**src/rtl/sar_seq_pkg.sv**
```systemverilog
package sar_seq_pkg;

   typedef enum logic [1:0] {
      PH_IDLE = 2'd0,
      PH_SAMP = 2'd1,
      PH_CONV = 2'd2,
      PH_FIN  = 2'd3
   } phase_t;

endpackage

```
**src/rtl/sar_seq_timer.sv**
```systemverilog
module sar_seq_timer
   import sar_seq_pkg::*;
#(
   parameter int SAMPLE_CYC = 2,
   parameter int COARSE_DEC = 5,
   parameter int FINE_DEC   = 6,
   parameter int CNT_W      = 3
) (
   input  logic             clk_i,
   input  logic             rst_ni,
   input  logic             start_i,
   input  logic             fine_i,
   output phase_t           phase_o,
   output logic [CNT_W-1:0] cnt_o,
   output logic             accept_o
);

   phase_t           phase_q;
   logic [CNT_W-1:0] cnt_q;

   assign accept_o = (phase_q == PH_IDLE) && start_i;

   always_ff @(posedge clk_i or negedge rst_ni) begin
      if (!rst_ni) begin
         phase_q <= PH_IDLE;
         cnt_q   <= '0;
      end else begin
         unique case (phase_q)
            PH_IDLE: begin
               if (start_i) begin
                  phase_q <= PH_SAMP;
                  cnt_q   <= CNT_W'(SAMPLE_CYC - 1);
               end
            end
            PH_SAMP: begin
               if (cnt_q == '0) begin
                  phase_q <= PH_CONV;
                  cnt_q   <= fine_i ? CNT_W'(FINE_DEC - 1) : CNT_W'(COARSE_DEC - 1);
               end else begin
                  cnt_q <= cnt_q - 1'b1;
               end
            end
            PH_CONV: begin
               if (cnt_q == '0) phase_q <= PH_FIN;
               else             cnt_q   <= cnt_q - 1'b1;
            end
            default: phase_q <= PH_IDLE;
         endcase
      end
   end

   assign phase_o = phase_q;
   assign cnt_o   = cnt_q;

endmodule

```
**src/rtl/sar_seq_word.sv**
```systemverilog
module sar_seq_word #(
   parameter int DATA_W     = 10,
   parameter int NOM_COARSE = 4,
   parameter int IDX_W      = 4
) (
   input  logic                  clk_i,
   input  logic                  rst_ni,
   input  logic                  load_i,
   input  logic                  fine_i,
   input  logic [NOM_COARSE-1:0] preset_top_i,
   input  logic                  decide_i,
   input  logic [IDX_W-1:0]      idx_i,
   input  logic                  comp_i,
   output logic [DATA_W-1:0]     word_o,
   output logic [DATA_W-1:0]     dac_o
);

   localparam int LOW_W = DATA_W - NOM_COARSE;

   logic [DATA_W-1:0] init_w;
   logic [DATA_W-1:0] word_q;
   logic [DATA_W-1:0] trial_w;

   assign init_w = fine_i ? {preset_top_i, {LOW_W{1'b0}}} : '0;

   for (genvar g = 0; g < DATA_W; g++) begin : g_bit
      assign trial_w[g] = decide_i && (idx_i == IDX_W'(g));

      always_ff @(posedge clk_i or negedge rst_ni) begin
         if (!rst_ni)          word_q[g] <= 1'b0;
         else if (load_i)      word_q[g] <= init_w[g];
         else if (trial_w[g])  word_q[g] <= ~comp_i;
      end
   end

   assign word_o = word_q;
   assign dac_o  = word_q | trial_w;

endmodule

```
**src/rtl/sar_conv_seq.sv**
```systemverilog
module sar_conv_seq
   import sar_seq_pkg::*;
#(
   parameter int DATA_W     = 10,
   parameter int NOM_COARSE = 4,
   parameter int EXTRA_BIT  = 1,
   parameter int SAMPLE_CYC = 2
) (
   input  logic                            clk_i,
   input  logic                            rst_ni,
   input  logic                            start_i,
   input  logic                            fine_i,
   input  logic [NOM_COARSE+EXTRA_BIT-1:0] preset_i,
   input  logic                            comp_i,
   output logic [DATA_W-1:0]               dac_o,
   output logic                            sample_o,
   output logic [DATA_W-1:0]               result_o,
   output logic                            done_o
);

   localparam int COARSE_W   = NOM_COARSE + EXTRA_BIT;
   localparam int COARSE_DEC = COARSE_W;
   localparam int FINE_DEC   = DATA_W - NOM_COARSE;
   localparam int COARSE_LSB = DATA_W - COARSE_W;
   localparam int MAX_A      = (SAMPLE_CYC > FINE_DEC) ? SAMPLE_CYC : FINE_DEC;
   localparam int CNT_MAX    = (MAX_A > COARSE_DEC) ? MAX_A : COARSE_DEC;
   localparam int CNT_W      = $clog2(CNT_MAX + 1);
   localparam int IDX_W      = $clog2(DATA_W);

   if (SAMPLE_CYC < 1) begin : g_bad_samp
      $error("SAMPLE_CYC must be at least 1");
   end
   if (NOM_COARSE < 1 || COARSE_W >= DATA_W) begin : g_bad_coarse
      $error("coarse width must lie strictly inside the data word");
   end
   if (EXTRA_BIT != 0 && EXTRA_BIT != 1) begin : g_bad_extra
      $error("EXTRA_BIT must be 0 or 1");
   end

   phase_t                phase_w;
   logic [CNT_W-1:0]      cnt_w;
   logic                  accept_w;
   logic                  fine_q;
   logic [NOM_COARSE-1:0] preset_top_q;
   logic [NOM_COARSE-1:0] preset_top_w;
   logic [IDX_W-1:0]      idx_w;
   logic [DATA_W-1:0]     word_w;
   logic [DATA_W-1:0]     value_w;

   if (EXTRA_BIT == 1) begin : g_redund
      logic unused_redund_bit;
      assign preset_top_w      = preset_i[COARSE_W-1:1];
      assign unused_redund_bit = preset_i[0];
   end else begin : g_plain
      assign preset_top_w = preset_i;
   end

   always_ff @(posedge clk_i or negedge rst_ni) begin
      if (!rst_ni) begin
         fine_q       <= 1'b0;
         preset_top_q <= '0;
      end else if (accept_w) begin
         fine_q       <= fine_i;
         preset_top_q <= preset_top_w;
      end
   end

   sar_seq_timer #(
      .SAMPLE_CYC (SAMPLE_CYC),
      .COARSE_DEC (COARSE_DEC),
      .FINE_DEC   (FINE_DEC),
      .CNT_W      (CNT_W)
   ) u_timer (
      .clk_i    (clk_i),
      .rst_ni   (rst_ni),
      .start_i  (start_i),
      .fine_i   (fine_q),
      .phase_o  (phase_w),
      .cnt_o    (cnt_w),
      .accept_o (accept_w)
   );

   assign idx_w = fine_q ? IDX_W'(cnt_w) : IDX_W'(cnt_w) + IDX_W'(COARSE_LSB);

   sar_seq_word #(
      .DATA_W     (DATA_W),
      .NOM_COARSE (NOM_COARSE),
      .IDX_W      (IDX_W)
   ) u_word (
      .clk_i        (clk_i),
      .rst_ni       (rst_ni),
      .load_i       (accept_w),
      .fine_i       (fine_i),
      .preset_top_i (preset_top_w),
      .decide_i     (phase_w == PH_CONV),
      .idx_i        (idx_w),
      .comp_i       (comp_i),
      .word_o       (word_w),
      .dac_o        (dac_o)
   );

   assign value_w  = fine_q ? word_w
                            : {{(DATA_W-COARSE_W){1'b0}}, word_w[DATA_W-1 -: COARSE_W]};
   assign done_o   = (phase_w == PH_FIN);
   assign sample_o = (phase_w == PH_SAMP);
   assign result_o = done_o ? value_w : '0;

endmodule

```
**config.mk**
```make
export PLATFORM = sky130hd
export DESIGN_NAME = sar_conv_seq
export DESIGN_NICKNAME = d
export VERILOG_FILES = /design/src/rtl/sar_seq_pkg.sv /design/src/rtl/sar_seq_timer.sv /design/src/rtl/sar_seq_word.sv /design/src/rtl/sar_conv_seq.sv
export SDC_FILE = /design/constraint.sdc
export NUM_CORES = 1
export LEC_CHECK = 0
export ABC_CLOCK_PERIOD_IN_PS = 4100
export BUFFER_PORTS_ARGS = -buffer_cell sky130_fd_sc_hd__buf_2
export CORE_ASPECT_RATIO = 0.7
export CORE_MARGIN = 10
export CORE_UTILIZATION = 45
export DETAILED_ROUTE_END_ITERATION = 6
export GPL_TIMING_DRIVEN = 1
export PLACE_DENSITY = 0.68
export SKIP_CTS_REPAIR_TIMING = 1
export SKIP_LAST_GASP = 1
export SLEW_MARGIN = 20
export SYNTH_ARGS = -nofsm -noshare
export SYNTH_HDL_FRONTEND = slang
export SYNTH_HIERARCHICAL = 1
export SYNTH_SLANG_ARGS = --single-unit
export TNS_END_PERCENT = 20
```
**constraint.sdc**
```tcl
create_clock -name clk_i -period 4.1 [get_ports clk_i]
set_input_delay 0.41 -clock clk_i [delete_from_list [all_inputs] [get_ports clk_i]]
set_output_delay 0.41 -clock clk_i [all_outputs]
set_load 0.005 [all_outputs]
```
# ---- Word-level counts from Yosys, hierarchy flattened
# Cells that the tools add are included.
dict set report word_totals {
  regBits 16
  latch_bits 0
  ramBits 0
  mem_bits_ro 0
  inputBits 10
  output_inout_bits 22
  elab_cells 93
  mem_count 0
}
dict set report classes {
  addsub 2
  mul 0
  div_mod_pow 0
  magnitude_cmp 0
  eq_ne 16
  shifts 0
  muxes 33
  bitwise 2
  n_reduce_logical 27
}
# op n
set ops {}
lappend ops {{10-bit two-way mux} 3}
lappend ops {{1-bit two-way mux} 21}
lappend ops {{2-bit nonzero test} 10}
lappend ops {{4-bit by 3-bit equality test with 1-bit output (second input constant)} 4}
lappend ops {{1-bit logical AND} 11}
lappend ops {{10-bit OR} 1}
lappend ops {{3-bit two-way mux} 3}
lappend ops {{3-bit one-hot mux with 3 select lines} 1}
lappend ops {{4-bit by 2-bit equality test with 1-bit output (second input constant)} 2}
lappend ops {{4-bit equality test (second input constant)} 2}
lappend ops {{2-bit two-way mux} 3}
lappend ops {{2-bit inequality test (second input constant)} 3}
lappend ops {{2-bit one-hot mux with 3 select lines} 1}
lappend ops {{3-bit AND reduction} 2}
lappend ops {{3-bit by 3-bit adder with 4-bit output (second input constant)} 1}
lappend ops {{2-bit equality test (second input constant)} 2}
lappend ops {{4-bit by 1-bit equality test with 1-bit output (second input constant)} 1}
lappend ops {{4-bit logical NOT} 1}
lappend ops {{4-bit two-way mux} 1}
lappend ops {{3-bit logical NOT} 1}
lappend ops {{3-bit nonzero test} 1}
lappend ops {{3-bit by 1-bit subtractor with 3-bit output (second input constant)} 1}
lappend ops {{2-bit by 1-bit equality test with 1-bit output (second input constant)} 1}
lappend ops {{2-bit logical NOT} 1}
lappend ops {{2 further kinds} 2}

# ---- Longest topological paths before layout
# Gate-level depths: netlist of the first run.
dict set report logic_depth {
  depth_word 6
  ltp_mapped 6
  mapped_depth_nobuf 6
}

# ---- By module
# The synthesis of the first run kept the hierarchy.
# module n_inst cells_per_inst area_per_inst_um2 seq_area_each_um2
set modules_own_cells {}
lappend modules_own_cells {sar_seq_word 1 49 545.5 250.2}
lappend modules_own_cells {sar_seq_timer 1 39 427.9 125.1}
lappend modules_own_cells {sar_conv_seq 1 30 236.5 25.0}

# ---- Least setup slack after synthesis of the first run
# No wires, ideal clock.
dict set report synth_timing {
  path_type {register -> output}
  start {register u_timer.cnt_q[0], in the netlist u_timer/cnt_o[0]}
  end {output port dac_o[0]}
  t_arrival_ps 1477
  required_ps 3690
  path_slack_ps 2213
  path_stages_with_launch 5
  path_buffers 0
  path_cell_list {dfrtp_1 -> ha_1 -> mux2_2 -> nor4b_2 -> a21o_1}
}
dict set report synth_between {
  elab_chain_cells 5
}
# item line
set synth_rtl {}
lappend synth_rtl {{start: declaration} sar_seq_timer.sv:19} ;# logic [CNT_W-1:0] cnt_q;
lappend synth_rtl {{start signal: assignment} sar_seq_timer.sv:32} ;# cnt_q <= CNT_W'(SAMPLE_CYC - 1);
lappend synth_rtl {{start signal: assignment} sar_seq_timer.sv:38} ;# cnt_q <= fine_i ? CNT_W'(FINE_DEC - 1) : CNT_W'(COARSE_DEC - 1);
lappend synth_rtl {{start signal: assignment} sar_seq_timer.sv:40} ;# cnt_q <= cnt_q - 1'b1;
lappend synth_rtl {{3-bit by 3-bit adder with 4-bit output} sar_conv_seq.sv:83} ;# assign idx_w = fine_q ? IDX_W'(cnt_w) : IDX_W'(cnt_w) + IDX_W'(COARSE_LSB);
lappend synth_rtl {{4-bit two-way mux} sar_conv_seq.sv:83}
lappend synth_rtl {{net idx_w[1]} sar_conv_seq.sv:46} ;# logic [IDX_W-1:0] idx_w;
lappend synth_rtl {{4-bit logical NOT} sar_seq_word.sv:27} ;# assign trial_w[g] = decide_i && (idx_i == IDX_W'(g));
lappend synth_rtl {{1-bit logical AND} sar_seq_word.sv:27}
lappend synth_rtl {{10-bit OR} sar_seq_word.sv:37} ;# assign dac_o = word_q | trial_w;
lappend synth_rtl {{end: declaration} sar_conv_seq.sv:15} ;# output logic [DATA_W-1:0] dac_o,
# The timed path passes the listed nets, and every way through them passes these cells.

# ---- Final worst setup path of the first run
dict set report layout_timing {
  start {register fine_q}
  end {output port dac_o[0]}
}
dict set report layout_between {
  elab_chain_cells 4
}
# item line
set layout_rtl {}
lappend layout_rtl {{start: declaration} sar_conv_seq.sv:43} ;# logic fine_q;
lappend layout_rtl {{start signal: assignment} sar_conv_seq.sv:63} ;# fine_q <= fine_i;
lappend layout_rtl {{4-bit two-way mux} sar_conv_seq.sv:83}
lappend layout_rtl {{net idx_w[1]} sar_conv_seq.sv:46}
lappend layout_rtl {{4-bit logical NOT} sar_seq_word.sv:27}
lappend layout_rtl {{1-bit logical AND} sar_seq_word.sv:27}
lappend layout_rtl {{10-bit OR} sar_seq_word.sv:37}
# The timed path passes the listed nets, and every way through them passes these cells.

==> impl_metrics.json, run 1 <==
{
  "gr-usage-all-layers_pct": 12.0,
  "gp_congestion": 0.811,
  "final_antenna_net_count": 0,
  "cts_root_buf": "clkbuf_8",
  "final_util_pct": 56.9,
  "cp_num_buf_inv": 1,
  "syn2layout_area_growth_pct": 18.3,
  "setup.worst_path.start_class": "register",
  "cp.depth": 4,
  "io_buffers": 30,
  "power_leakage_uw": 0.000829,
  "cts-root-to-sink-buffers": 2,
  "min_period_ns": 2.53,
  "layout.cells.non_filler": 183,
  "maxCapViolations": 0,
  "finalCritPeriodShare_pct": 61.8,
  "power_density_nw_per_um2": 841,
  "ys_async_sr_fraction_pct": 100,
  "synthesis.area_sq_um": 1210,
  "cp_data_arrival_time_ns": 2.12,
  "wl_um": 3090,
  "wl_per_cell_um": 16.9,
  "die_x_um": 82.0,
  "vias_per_cell": 5.48,
  "cts_tree": "yes",
  "slew_viol_final": 0,
  "final_cell_mix": "buf_2, dfrtp_1, a21o_1, nor2_1, ha_1",
  "synth_seq_cells": 16,
  "grt_max_degree": 17,
  "ir_drop_uv": 357,
  "n_fill_cell": 227,
  "grt_pass1_wl_um": 5050,
  "setup_slack_ns": 1.57,
  "max_slew.worst_pin.slew_ns": 0.601,
  "fin_nets": 168,
  "hp-class": "in2async",
  "final_common_cell": "buf_2",
  "clock_latency_ns": 0.25,
  "yosysWarnings": 6,
  "synth.net_count": 136,
  "crit_start": "fine_q",
  "fmax_mhz": 395,
  "vias": 1002,
  "pre_cts_ws_ns": 1.83,
  "status": "finished clean",
  "synthCells": 118,
  "drive_gt1_share_pct": 32.2,
  "dp_hpwl_um": 2370,
  "syn_avg_cell_area_sq_um": 10.3,
  "setup_tns_ns": 0,
  "finalPower_uw": 1200,
  "yosysUniqueCellTypes": 37,
  "grt_pass1_vias": 1045,
  "io_pins": 32,
  "end_kind": "output pin",
  "clkTransAtPathRegs_ns": 0.06,
  "dr.pass1.iters": 4,
  "cp_slowest_stage_delay_ns": 0.72,
  "cts-htree-levels": 1,
  "antenna_found_initial": 0,
  "drc": 0,
  "synth_ff_type": "dfrtp_1",
  "critPathMaxFanout": 16,
  "numCtsBuffers": 3,
  "finClkSkew_ns": 0.00237,
  "rrSetupSlack_ns": 2.10,
  "overflow": 0,
  "setup_viol": 0,
  "drtIter0Drc": 77,
  "diodes": 0,
  "maxSlewHeadroom_pct": 59.9,
  "die_h_um": 63.4,
  "crit_type": "reg2out",
  "grt_setup_unrepaired": "false",
  "dpl.cell_count": 179,
  "critPathRequiredTime_ns": 3.69,
  "cp_slowest_cell": "dfrtp_1",
  "crit_chain": "mux2_2 > nor4b_2 > a21o_1 > buf_2",
  "synth-edff-count": 0,
  "reg2reg_depth": 5,
  "critical_path.top_delay_family": "flip-flops",
  "start_util_pct": 48.1,
  "dieArea_sq_um": 5200,
  "clock_sinks": 16,
  "reg2reg_from": "fine_q",
  "core_sq_um": 2510,
  "ys_seq_area_share_pct": 33.1,
  "finalHoldViolations": 0,
  "std_cell_rows": 15,
  "rr_endpoint": "u_word/word_o[7]"
}
==> power by group <==
part           internal, uW  switching, uW
combinational           363            385
clock                  85.2           55.6
sequential              222           93.8
==> cell usage after synthesis (2+ instances only) <==
library cell	instances	share of area [%]
a21o_1	12	7.4
a21oi_1	7	2.9
a31oi_1	7	3.6
a32o_1	2	1.7
a32o_2	2	1.9
and2_1	7	3.6
and3_1	5	2.6
and4bb_1	2	2.1
clkbuf_1	2	0.62
dfrtp_1	16	33
ha_1	8	8.3
inv_1	7	2.2
mux2_2	2	1.9
mux2_4	2	2.5
mux2i_1	6	5.0
nor2_1	8	2.5
nor2b_1	3	1.6
==> kinds of logic (layout without fill, tap and decap cells) <==
kind of cell               count (synthesis)  in the layout  share of synthesized area (%)
buffers and inverters                     11             42                           4.96
adders and majority gates                  8              8                           8.27
DFF                                       16             16                           33.1
muxes                                     10             10                           9.31
AOI/OAI and AO/OA                         36             36                           21.2
and+or+nand+nor                           35             35                           21.7
xor gates and xnor gates                   2              2                           1.45
==> worst max path at each step <==
stage	endpoint	slack, ns
detailed placement	dac_o[0]	1.83
CTS	dac_o[0]	1.55
floorplan	dac_o[0]	2.21
global route	dac_o[1]	1.39
finish	dac_o[0]	1.57
global placement	dac_o[0]	1.87
==> area by class of cell <==
type / instances / area (sq um) / share of cell area (%)
well taps: 34 / 42.5 / 2.97
clock buffers: 4 / 55.1 / 3.85
repair buffers: 31 / 158 / 11.0
flip-flops and latches: 16 / 400 / 28.0
inverters: 7 / 26.3 / 1.84
multi-input cells: 91 / 749 / 52.4
==> per-layer routing <==
layer  vias to the layer above  share of wire (%)  global-route usage, %
met1                       472                 47                   15.2
met5                         -                  0                      0
met4                         0               0.42                   2.75
met3                         2                7.6                   5.10
li1                        497                  -                      -
met2                        31                 45                   18.4
==> stage by stage <==
stage / hold slack, ns / instance area, sq um
3_3_place_gp: 0.348 / 1380
5_1_grt: 0.0854 / 1430
3_5_place_dp: 0.348 / 1380
2_1_floorplan: 0.114 / 1210
6_report: 0.0671 / 1430
4_1_cts: 0.0742 / 1430
==> flip-flops by register name, indices dropped and copies added (netlist names) <==
register and count:
u_word/word_o 10, u_timer/cnt_o 3, u_timer/phase_o 2, fine_q 1
(Power assumes the default switching activity.)
==> run 2, diff against run 1 <==
Settings changed: ABC_CLOCK_PERIOD_IN_PS 4100 to 2500.
Clock period 4.1 ns to 2.5 ns, I/O delays scaled along.
==> run 2 against run 1 <==
  * Total power increased by 62%
  * Clock-buffer cell count is 1 lower
  * Die area unchanged
  * Largest power group unchanged
==> impl_metrics.json, run 2 (synthesized netlist as in run 1, its figures left out) <==
{
  "setup_viol": 0,
  "critPathRequiredTime_ns": 2.25,
  "gp_congestion": 0.807,
  "setup.worst_path.start_class": "register",
  "critPathMaxFanout": 5,
  "largest_reg_flops": 10,
  "cts_root_buf": "clkbuf_8",
  "clock_latency_ns": 0.26,
  "drtIter0Drc": 37,
  "vias_per_cell": 5.57,
  "dp_hpwl_um": 2340,
  "cp_slowest_cell": "dfrtp_1",
  "grt_max_degree": 17,
  "cts_tree": "yes",
  "dpl.cell_count": 179,
  "slew_viol_final": 0,
  "setup_tns_ns": 0,
  "final_util_pct": 57.1,
  "overflow": 0,
  "setup_slack_ns": 0.231,
  "dieArea_sq_um": 5200,
  "wl_um": 3070,
  "antenna_found_initial": 0,
  "final_cell_mix": "buf_2, dfrtp_1, a21o_1, nor2_1, ha_1",
  "end_kind": "output pin",
  "cp_num_buf_inv": 1,
  "die_x_um": 82.0,
  "maxCapViolations": 0,
  "grt_pass1_wl_um": 4860,
  "hold_ws_ns": 0.248,
  "finalCritPeriodShare_pct": 90.7,
  "start_util_pct": 48.1,
  "max_slew.worst_pin.slew_ns": 0.579,
  "cts-htree-levels": 1,
  "wl_per_cell_um": 16.8,
  "critical_path.top_delay_family": "flip-flops",
  "finClkSkew_ns": 0.00169,
  "core_sq_um": 2510,
  "die_h_um": 63.4,
  "cp_data_arrival_time_ns": 2.02,
  "min_period_ns": 2.27,
  "maxSlewHeadroom_pct": 61.4,
  "finalHoldViolations": 0,
  "clkTransAtPathRegs_ns": 0.07,
  "status": "finished clean",
  "fin_nets": 169,
  "pre_cts_ws_ns": 0.307,
  "ir_drop_uv": 666,
  "power_leakage_uw": 0.000832,
  "io_buffers": 30,
  "final_antenna_net_count": 0,
  "syn2layout_area_growth_pct": 18.6,
  "gr-usage-all-layers_pct": 11.9,
  "crit_chain": "ha_1 > mux2_2 > nor4b_2 > a21o_1 > buf_2",
  "final_common_cell": "buf_2",
  "std_cell_rows": 15,
  "hp-class": "in2reg",
  "io_pins": 32,
  "diodes": 0,
  "drc": 0,
  "crit_type": "reg2out",
  "numCtsBuffers": 3,
  "drive_gt1_share_pct": 32.2,
  "layout.cells.non_filler": 183,
  "power_density_nw_per_um2": 1360,
  "dr.pass1.iters": 4,
  "vias": 1020,
  "cp_slowest_stage_delay_ns": 0.45,
  "clock_sinks": 16,
  "cts-root-to-sink-buffers": 2,
  "fmax_mhz": 441,
  "grt_pass1_vias": 986,
  "grt_setup_unrepaired": "false"
}
[run 2: final timing paths]
kind,endpoint,slack [ns],from,cells past startpoint
worst max-delay path,dac_o[0],0.23,u_timer/cnt_o[0],5
worst min-delay path,u_word/word_o[9],0.25,preset_i[4],2
worst max register to register,u_word/word_o[7],0.55,u_timer/cnt_o[0],6
worst min register to register,u_word/word_o[3],0.58,u_word/word_o[3],2
max in group asynchronous,u_word/word_o[5],1.78,rst_ni,2
min in group asynchronous,u_timer/cnt_o[1],0.44,rst_ni,2
[run 2: cell type report]
cell class | instances | area [sq um]
multi-input combinational | 91 | 757
timing repair buffer | 32 | 168
sequential | 16 | 400
inverter | 7 | 26.3
clock buffer | 3 | 41.3
fill | 220 | 1080
tap | 34 | 42.5
[run 2: stage by stage]
stage | power, uW | instance area (sq um)
finish | 1940 | 1440
global route | 2100 | 1440
CTS | 1930 | 1420
detailed placement | 1730 | 1380
global placement | 1690 | 1380
floorplan | 1410 | 1210
[run 2: metal layers]
metal  routed length (um)  global-route usage [%]  share of wire, %
met5                    0                       0                 0
met4                   36                    3.81               1.2
met3                  244                    5.10               7.9
met2                 1280                    16.4                42
met1                 1510                    15.9                49
[run 2: worst register-to-register path, stage by stage, from the launching register on]
cell     delay, ns
dfrtp_1       0.45
ha_1          0.23
nor2_1        0.12
xor2_1        0.32
and4b_1       0.33
a31oi_1       0.12
a32o_2        0.27
[run 2: where the power goes]
group	internal (uW)	switching [uW]
Clock	107	96.4
Sequential	364	136
Combinational	594	647
Total	1070	880
